[src/rtl/bufport_pkg.sv]
package bufport_pkg;

    localparam int WORD_W = 16;

    localparam logic [1:0] PORT_CMD  = 2'b11;
    localparam logic [1:0] PORT_DATA = 2'b10;

    localparam logic [6:0] IDX_COUNT   = 7'h22;
    localparam logic [6:0] IDX_STATUS  = 7'h24;
    localparam logic [6:0] IDX_SCRATCH = 7'h28;
    localparam logic [6:0] IDX_BUFFER  = 7'h40;

    typedef enum logic [1:0] {
        ST_IDLE = 2'd0,
        ST_REG  = 2'd1,
        ST_BUF  = 2'd2
    } phase_e;

    typedef struct packed {
        logic       is_write;
        logic [6:0] index;
    } cmd_t;

    typedef struct packed {
        logic              cmd_wr;
        logic              data_wr;
        logic              data_rd;
        logic [WORD_W-1:0] wdata;
    } bus_req_t;

    // byte count to word count, rounding an odd byte up
    function automatic logic [WORD_W-1:0] words_for_bytes(input logic [WORD_W-1:0] bytes);
        return (bytes >> 1) + {{(WORD_W-1){1'b0}}, bytes[0]};
    endfunction

    // index of the final data phase of a register command
    function automatic logic last_phase(input logic [6:0] idx);
        return (idx == IDX_SCRATCH);
    endfunction

endpackage

[src/rtl/bufport_decode.sv]
module bufport_decode
    import bufport_pkg::*;
(
    input  logic              sel,
    input  logic [1:0]        addr,
    input  logic              rd,
    input  logic              wr,
    input  logic [WORD_W-1:0] wdata,
    output bus_req_t          req
);
    logic one_strobe;

    always_comb begin
        one_strobe  = sel && (rd ^ wr);
        req.cmd_wr  = one_strobe && wr && (addr == PORT_CMD);
        req.data_wr = one_strobe && wr && (addr == PORT_DATA);
        req.data_rd = one_strobe && rd && (addr == PORT_DATA);
        req.wdata   = wdata;
    end
endmodule

[src/rtl/bufport_regs.sv]
module bufport_regs
    import bufport_pkg::*;
(
    input  logic              clk,
    input  logic              rst,
    input  logic              reg_wr,
    input  logic [6:0]        reg_idx,
    input  logic              reg_phase,
    input  logic [WORD_W-1:0] wdata,
    input  logic              err_set,
    output logic [WORD_W-1:0] count,
    output logic              err,
    output logic [WORD_W-1:0] rd_word
);
    logic [2*WORD_W-1:0] scratch;

    always_ff @(posedge clk) begin
        if (rst) begin
            count   <= '0;
            scratch <= '0;
            err     <= 1'b0;
        end else begin
            if (err_set)
                err <= 1'b1;
            if (reg_wr) begin
                case (reg_idx)
                    IDX_COUNT:  count <= wdata;
                    IDX_STATUS: err   <= 1'b0;
                    IDX_SCRATCH: begin
                        if (reg_phase) scratch[WORD_W-1:0]        <= wdata;
                        else           scratch[2*WORD_W-1:WORD_W] <= wdata;
                    end
                    default: ;
                endcase
            end
        end
    end

    always_comb begin
        case (reg_idx)
            IDX_COUNT:   rd_word = count;
            IDX_STATUS:  rd_word = {{(WORD_W-1){1'b0}}, err};
            IDX_SCRATCH: rd_word = reg_phase ? scratch[WORD_W-1:0]
                                             : scratch[2*WORD_W-1:WORD_W];
            default:     rd_word = '0;
        endcase
    end
endmodule

[src/rtl/bufport_ram.sv]
module bufport_ram
    import bufport_pkg::*;
#(
    parameter int DEPTH = 256,
    localparam int AW = $clog2(DEPTH)
) (
    input  logic              clk,
    input  logic              we,
    input  logic [AW-1:0]     waddr,
    input  logic [WORD_W-1:0] wdata,
    input  logic [AW-1:0]     raddr,
    output logic [WORD_W-1:0] rdata
);
    logic [WORD_W-1:0] mem [DEPTH];

    always_ff @(posedge clk) begin
        if (we)
            mem[waddr] <= wdata;
    end

    assign rdata = mem[raddr];
endmodule

[src/rtl/bufport_seq.sv]
module bufport_seq
    import bufport_pkg::*;
#(
    parameter int PTR_W = 8
) (
    input  logic              clk,
    input  logic              rst,
    input  bus_req_t          req,
    input  logic [WORD_W-1:0] count,
    output phase_e            state,
    output cmd_t              cmd,
    output logic              phase,
    output logic [PTR_W-1:0]  ptr,
    output logic [WORD_W-1:0] left,
    output logic              acc_ok,
    output logic              reg_wr,
    output logic              ram_we,
    output logic              err_set,
    output logic              done
);
    logic              data_acc;
    logic              dir_ok;
    cmd_t              new_cmd;
    logic [WORD_W-1:0] new_words;

    always_comb begin
        data_acc  = req.data_wr || req.data_rd;
        dir_ok    = (req.data_wr == cmd.is_write);
        acc_ok    = data_acc && (state != ST_IDLE) && dir_ok;
        err_set   = data_acc && !acc_ok;
        reg_wr    = acc_ok && (state == ST_REG) && req.data_wr;
        ram_we    = acc_ok && (state == ST_BUF) && req.data_wr;
        new_cmd   = cmd_t'(req.wdata[7:0]);
        new_words = words_for_bytes(count);
    end

    always_ff @(posedge clk) begin
        if (rst) begin
            state <= ST_IDLE;
            cmd   <= '0;
            phase <= 1'b0;
            ptr   <= '0;
            left  <= '0;
            done  <= 1'b0;
        end else begin
            done <= 1'b0;
            if (req.cmd_wr) begin
                cmd   <= new_cmd;
                phase <= 1'b0;
                if (new_cmd.index == IDX_BUFFER) begin
                    ptr  <= '0;
                    left <= new_words;
                    if (new_words == '0) begin
                        state <= ST_IDLE;
                        done  <= 1'b1;
                    end else begin
                        state <= ST_BUF;
                    end
                end else begin
                    left  <= '0;
                    state <= ST_REG;
                end
            end else if (acc_ok) begin
                if (state == ST_REG) begin
                    phase <= ~phase;
                    if (phase == last_phase(cmd.index))
                        state <= ST_IDLE;
                end else begin
                    ptr  <= ptr + 1'b1;
                    left <= left - 1'b1;
                    if (left == {{(WORD_W-1){1'b0}}, 1'b1}) begin
                        state <= ST_IDLE;
                        done  <= 1'b1;
                    end
                end
            end
        end
    end
endmodule

[src/rtl/bufport_engine.sv]
module bufport_engine
    import bufport_pkg::*;
#(
    parameter int RAM_DEPTH = 256,
    localparam int PTR_W = $clog2(RAM_DEPTH)
) (
    input  logic              clk,
    input  logic              rst,
    input  logic              bus_sel,
    input  logic [1:0]        bus_addr,
    input  logic              bus_rd,
    input  logic              bus_wr,
    input  logic [WORD_W-1:0] bus_wdata,
    output logic [WORD_W-1:0] bus_rdata,
    output logic              burst_done
);
    bus_req_t          req;
    phase_e            state;
    cmd_t              cmd;
    logic              phase;
    logic [PTR_W-1:0]  ptr;
    logic [WORD_W-1:0] left;
    logic              acc_ok;
    logic              reg_wr;
    logic              ram_we;
    logic              err_set;
    logic [WORD_W-1:0] count;
    logic              err;
    logic [WORD_W-1:0] reg_word;
    logic [WORD_W-1:0] ram_word;

    bufport_decode u_dec (
        .sel   (bus_sel),
        .addr  (bus_addr),
        .rd    (bus_rd),
        .wr    (bus_wr),
        .wdata (bus_wdata),
        .req   (req)
    );

    bufport_seq #(.PTR_W(PTR_W)) u_seq (
        .clk     (clk),
        .rst     (rst),
        .req     (req),
        .count   (count),
        .state   (state),
        .cmd     (cmd),
        .phase   (phase),
        .ptr     (ptr),
        .left    (left),
        .acc_ok  (acc_ok),
        .reg_wr  (reg_wr),
        .ram_we  (ram_we),
        .err_set (err_set),
        .done    (burst_done)
    );

    bufport_regs u_regs (
        .clk       (clk),
        .rst       (rst),
        .reg_wr    (reg_wr),
        .reg_idx   (cmd.index),
        .reg_phase (phase),
        .wdata     (req.wdata),
        .err_set   (err_set),
        .count     (count),
        .err       (err),
        .rd_word   (reg_word)
    );

    bufport_ram #(.DEPTH(RAM_DEPTH)) u_ram (
        .clk   (clk),
        .we    (ram_we),
        .waddr (ptr),
        .wdata (req.wdata),
        .raddr (ptr),
        .rdata (ram_word)
    );

    always_comb begin
        if (req.data_rd && acc_ok)
            bus_rdata = (state == ST_REG) ? reg_word : ram_word;
        else
            bus_rdata = '0;
    end
endmodule

[config.mk]
export PLATFORM = sky130hd
export DESIGN_NAME = bufport_engine
export DESIGN_NICKNAME = d
export VERILOG_FILES = /design/src/rtl/bufport_pkg.sv /design/src/rtl/bufport_decode.sv /design/src/rtl/bufport_regs.sv /design/src/rtl/bufport_ram.sv /design/src/rtl/bufport_seq.sv /design/src/rtl/bufport_engine.sv
export SDC_FILE = /design/constraint.sdc
export NUM_CORES = 2
export LEC_CHECK = 0
export CAP_MARGIN = 20
export CORE_UTILIZATION = 35
export DETAILED_ROUTE_END_ITERATION = 10
export DONT_BUFFER_PORTS = 1
export HOLD_SLACK_MARGIN = 0.05
export SYNTH_ARGS = -nofsm -noshare
export SYNTH_HDL_FRONTEND = slang
export SYNTH_SLANG_ARGS = --single-unit
[constraint.sdc]
create_clock -name clk -period 4.2 [get_ports clk]
set_clock_uncertainty 0.05 [all_clocks]
set_input_delay 0.21 -clock clk [delete_from_list [all_inputs] [get_ports clk]]
set_output_delay 0.21 -clock clk [all_outputs]
set_load 0.05 [all_outputs]
======== Yosys cells after proc, flatten, opt, wreduce, memory -nomap -nowiden ========
Memories as Yosys holds them, arrays and structs flattened. A register that Yosys moved wholly into a read port is not among the register bits.
Cells that the tools add are included.
storage, ports and cells
  register bits after elaboration ......... 85
  memory bits (writable) .................. 4096
  input port bits ......................... 23
  memories ................................ 1
operators by class
  $add $sub $neg .......................... 3
  eq/ne operators ......................... 14
  multiplexer cells ....................... 32
  bitwise gates (word level) .............. 2
  reduce and logical (&&, ||, !) cells .... 28
memories
  name       words  width  read ports  clocked after memory_dff  wr ports  line               RTL
  u_ram.mem  256    16     1           1                         1         bufport_ram.sv:14  logic [WORD_W-1:0] mem [DEPTH];
operator list
  cell                                                                     number
  16-bit two-way mux                                                       7
  8-bit two-way mux                                                        6
  16-bit one-hot mux with 3 select lines                                   1
  7-bit by 6-bit equality test with 1-bit output, second input constant    3
  15-bit by 1-bit adder with 16-bit output                                 1
  16-bit by 1-bit equality test with 1-bit output, second input constant   1
  16-bit logical NOT                                                       1
  16-bit by 1-bit subtractor with 16-bit output, second input constant     1
  1-bit logical AND                                                        14
  2-bit two-way mux                                                        7
  3-bit AND reduction                                                      4
  1-bit two-way mux                                                        11
  8-bit by 1-bit adder with 8-bit output, second input constant            1
  7-bit equality test, second input constant                               1
  2-bit equality test, second input constant                               3
  2-bit AND reduction                                                      3
  2-bit nonzero test                                                       2
  3-bit by 2-bit inequality test with 1-bit output, second input constant  1
  3-bit nonzero test                                                       1
  1-bit equality test                                                      2
  2-bit by 1-bit equality test with 1-bit output, second input constant    1
  2-bit by 1-bit inequality test with 1-bit output, second input constant  1
  2-bit inequality test, second input constant                             1
  2-bit OR reduction                                                       1
  other kinds (4)                                                          4

======== Longest topological paths before layout ========
  word-level depth ........................ 12
  gate-level depth with buffers ........... 14
  gate-level depth less buffers ........... 9

======== Cells and area by module ========
From an unflattened synthesis, not the netlist that was laid out.
second synthesis, totals
  cells, all modules ...................... 7925
  area total of the unflattened synthesis .. 163596.9 um^2
modules (own cells, without submodules)
  module          instances  cells an instance  area each (um^2)
  bufport_ram     1          7344               158394.4
  bufport_regs    1          226                2426.1
  bufport_seq     1          277                2285.9
  bufport_engine  1          56                 331.6
  bufport_decode  1          22                 158.9

======== Least setup slack after synthesis ========
Ideal clock, no wire load.
  path type ............................... flip-flop to output port
  from .................................... reg (tool-made name)
  to ...................................... out bus_rdata[3]
  arrival time ............................ 3.363 ns
  setup slack ............................. 0.577 ns
  stages on the path, launching flop included .. 12
  buffers on the path ..................... 6
  cell sequence ........................... dfxtp_1 > buf_2 > buf_4 > buf_4 > buf_2 > clkbuf_1 > clkbuf_1 > nand2_1 > a31oi_1 > a2bb2oi_1 > a21oi_1 > o32ai_1
RTL lines
  what              line                  RTL
  end: declaration  bufport_engine.sv:14  output logic [WORD_W-1:0] bus_rdata,

==> results by group <==
Run status
  • Result of the run: complete, but fails checks
  • Failing checks: max-slew violations, negative setup slack

Finish
  • Area used by sequential logic in the layout: between 100000 and 150000 um^2
  • Relative area change from synthesis to final layout: 19.9%
  • Count of placed standard cells in the final layout, fillers left out: around 15000
  • Total number of nets in the final design: roughly 8600
  • Count of fill cells added during filler insertion: between 30000 and 40000
  • Multi-input logic area: around 37000 um^2
  • Share of post-route cells with drive strength above 1: approximately 34%

Clock tree
  • Sinks on Clock Net: 4189
  • CTS H-tree lvls: 5
  • Inserted Clock Buffers: around 420
  • Clock Latency Late Sink: just under 1 ns
  • Clock slew at the register clock pins of the worst setup and hold paths: around 0.060 ns
  • CTS tree: done
  • Clock root buffer: clkbuf_16
  • Clock Tree Buf Depth: 4

Detailed routing
  • Met3 layer wire length in the routed design: between 40 and 50 mm
  • Detailed-route wire length per cell: approximately 31 um
  • Top routing layer in use: met5
  • Initial DRT Pass Iterations: 6
  • Vias after detailed routing: roughly 84000
  • Number of nets with antenna violations after routing: 0
  • Via-per-instance ratio: between 5 and 6
  • Met2 wire length: 218 mm
  • DRC violations left: 0
  • Wire length reported by the detailed router: about 470 mm
  • Met1 layer wirelength in the final routing: roughly 180 mm
  • First-iteration detailed-routing DRC count: 11000

Synthesis
  • Post-synthesis sequential area ratio: around three quarters
  • Yosys warning total: 0
  • Most frequent cells after synthesis: edfxtp_1 (4096), mux4_2 (1054), nand2_1 (389), nor2_1 (359), mux2i_1 (186)
  • Post-Synthesis Mean Instance Area: 21.4 um^2
  • Flops & latches, synth: roughly 4200
  • Count of flip-flops with a built-in enable after synthesis: ~4100
  • Net count after synthesis: 7609
  • Cell taking the most area after synthesis: edfxtp_1
  • Count of unique library cells instantiated by Yosys: 73
  • Most frequently used cell type in the post-synthesis netlist: edfxtp_1
  • Post-Synthesis Cell Area: 162000 um^2
  • Post-synthesis instance total: 7576
  • Async set-reset flop share out of synthesis: 0%
  • Cell types with the largest area share after synthesis: edfxtp_1 (76%), mux4_2 (15%), dfxtp_1 (1.1%)
  • Area share of the leading cell type in the synthesized netlist: 75.7%
  • Top flip-flop cell by instance count after synthesis: edfxtp_1

Hold path
  • Hold path depth: 4
  • Hold Crit Class: in2reg

Timing
  • Crit path setup slack, layout: -0.619 ns
  • Final cycle utilization of the critical path: 115%
  • Hold Fails Final Rpt: 0
  • Post-layout minimum cycle time: slightly below 5 ns
  • RSZ-0062 raised after global routing: true
  • Relative slew slack: -19.3%
  • Actual slew at the worst max-slew pin: roughly 1.8 ns
  • Number of failing setup endpoints in the final timing report: 16
  • Max Slew Vio Count: 124
  • Max Fclk: between 200 and 250 MHz

Worst setup path
  • Cell class contributing the biggest share of worst-path delay: multiplexers
  • Destination of the worst register-to-register timing path: u_ram.mem[102][13]
  • FF-to-FF path depth: 6
  • Slowest stage cell on the critical path: o211ai_1
  • Maximum net fanout on the critical path: 7
  • Most numerous cell on the critical path: buf_12
  • Required @ worst endpoint: between 3 and 4 ns
  • Crit path capture: bus_rdata[0]
  • Critical path class: reg2out
  • WP depth: 10
  • Worst-path cell chain: buf_12, buf_6, buf_16, buf_12, mux4_2, mux4_2, o211ai_1, nand4b_1, o2bb2ai_4, buf_12
  • Number of buffers and inverters on the critical path: 5
  • Launching point of the worst reg2reg path: u_seq.state[1]
  • Data arrival time of the critical path: 4.56 ns
  • Delay of the slowest cell on the worst path: approximately 0.57 ns
  • Register-to-register setup slack: 0.68 ns
  • CP Launch Type: register
  • Critical Path End Type: output port

Die
  • Starting Density: 35.2%
  • Y dimension of the die: 683 um
  • Number of standard-cell rows in the floorplan: 249
  • Die Width: 683 um
  • Boundary pin count: 40
  • Die area: approximately 470000 um^2
  • Core Footprint: about 460000 um^2

Placed design
  • Final weighted congestion in routability-driven placement: just under 0.9
  • Cell count after placement: between 10000 and 15000
  • I/O Buffers: 0
  • Detail Placement HPWL: ~270 mm

GRT
  • Wire length of the first global-routing pass: between 600 and 700 mm
  • Initial antenna violation count: 24
  • Largest net degree at the start of global routing: approximately 260
  • Number of global-route vias before repair: ~84000
  • Total GRT Usage: around a fifth
  • Gr ovfl total: 0

Flow run
  • Count of maximum capacitance violations: 0

Pwr
  • Post-layout total power: approximately 84 mW
  • Static leakage: about 60 nW
  • Power density over cell area: between 400 and 500 nW/um^2
  • Worst voltage drop across the vdd grid: about 410 uV
[metrics by stage]
step                setup WS, ns  util, %  cell area (um^2)  setup TNS, ns  hold WS, ns
floorplan                  0.577        -            162000              0        0.259
detailed placement        -0.420     38.0            175000          -1.56        0.252
global route              -0.588     42.2            195000          -8.18        0.101
global placement           -1.10     38.0            175000          -3.89        0.246
finish                    -0.619     42.2            195000          -7.85        0.110
CTS                       -0.562     41.9            193000          -7.77       0.0555
[tightest hold or removal path, delay by kind of cell]
kind / cells / cell delay [ns]
and+or+nand+nor: 1 / 0.09
AOI/OAI and AO/OA: 1 / 0.05
buffers and inverters: 2 / 0.69
[report_power, final]
group / switching (mW) / total, mW / internal [mW] / leakage, nW
logic: 0.798 / 0.900 / 0.102 / 15.4
registers: 0.00373 / 45.9 / 45.9 / 37.6
clock network: 16.0 / 37.1 / 21.1 / 6.60
total: 16.8 / 83.9 / 67.0 / 59.6
[timing repair]
item	CTS	global route
hold buffers	65	2
setup buffers	99	83
gates resized for setup	316	153
endpoints found under the hold margin	4189	147
cloned	27	5
pin swaps	49	53
setup endpoints to repair	16	16
[layout make-up]
cell class	count	share of cell area (%)
diodes	12	0.0154
clock inverters	262	1.28
clock buffers	506	5.65
flip-flops and latches	4189	64.2
repair buffers	1055	5.89
inverters	15	0.0360
well taps	6149	3.95
multi-input cells	2928	19.0
[worst min-delay path by stage]
| stage | from | to | slack [ns] |
|---|---|---|---|
| final | bus_wdata[2] | u_seq.cmd[2] | 0.11 |
| after detailed placement | rst | u_seq.cmd[7] | 0.25 |
| after global routing | bus_wdata[2] | u_seq.cmd[2] | 0.10 |
| after global placement | rst | u_seq.cmd[7] | 0.25 |
| after floorplan | bus_wdata[0] | u_ram.mem[0][0] | 0.26 |
| after CTS | bus_wdata[2] | u_seq.cmd[2] | 0.06 |
[cells in the final DEF (no fill, tap or decap), types with 15 or more instances in the layout]
cell / synthesis / final
a211oi_1: 50 / 33
a21oi_1: 115 / 96
a22oi_1: 49 / 39
a31oi_1: 31 / 25
and3_1: 23 / 22
buf_12: 5 / 120
buf_16: 0 / 65
buf_4: 96 / 737
buf_6: 26 / 63
bufinv_16: 0 / 39
clkbuf_1: 175 / 78
clkbuf_16: 0 / 434
clkinv_1: 0 / 107
clkinv_2: 0 / 79
dfxtp_1: 93 / 86
dlygate4sd3_1: 0 / 48
edfxtp_1: 4096 / 4096
mux2_2: 42 / 40
mux2i_1: 186 / 160
mux2i_2: 0 / 15
mux4_2: 1054 / 1059
nand2_1: 389 / 372
nand2_2: 0 / 17
nand3_1: 107 / 101
nand4_1: 20 / 20
nor2_1: 359 / 259
nor2_2: 0 / 95
nor2b_1: 39 / 36
nor3_1: 56 / 44
o21ai_0: 48 / 34
o22ai_1: 95 / 52
o22ai_2: 0 / 25
o22ai_4: 0 / 18
xor2_1: 16 / 16
[kinds of logic (layout without fill, tap and decap cells)]
kind of cell | Yosys count | count (layout) | synth area share, %
buffers and inverters | 459 | 1838 | 1.55
XOR/XNOR | 30 | 30 | 0.162
AO/OA/AOI/OAI | 508 | 508 | 2.09
other | 0 | 12 | 0
flip-flops | 4189 | 4189 | 76.9
AND/OR/NAND/NOR | 1083 | 1083 | 2.93
adder cells (fa/ha/maj) | 10 | 10 | 0.0770
multiplexers | 1297 | 1297 | 16.3
[sequential cells by signal, indices dropped and copies added (netlist names), named ones only]
signal / cells
u_regs.err: 1
u_seq.cmd: 8
u_regs.count: 16
u_seq.left: 16
u_regs.scratch: 32
u_seq.phase: 1
u_seq.state: 2
u_seq.done: 1
u_seq.ptr: 8
u_ram.mem: 4096
[per-layer routing]
metal | GRT usage [%] | up-vias
met5 | 0 | -
met4 | 7.63 | 6
met3 | 4.01 | 797
met2 | 30.5 | 4353
met1 | 26.6 | 45300
li1 | - | 33900
No activity file was read; power rests on OpenSTA's default activity.
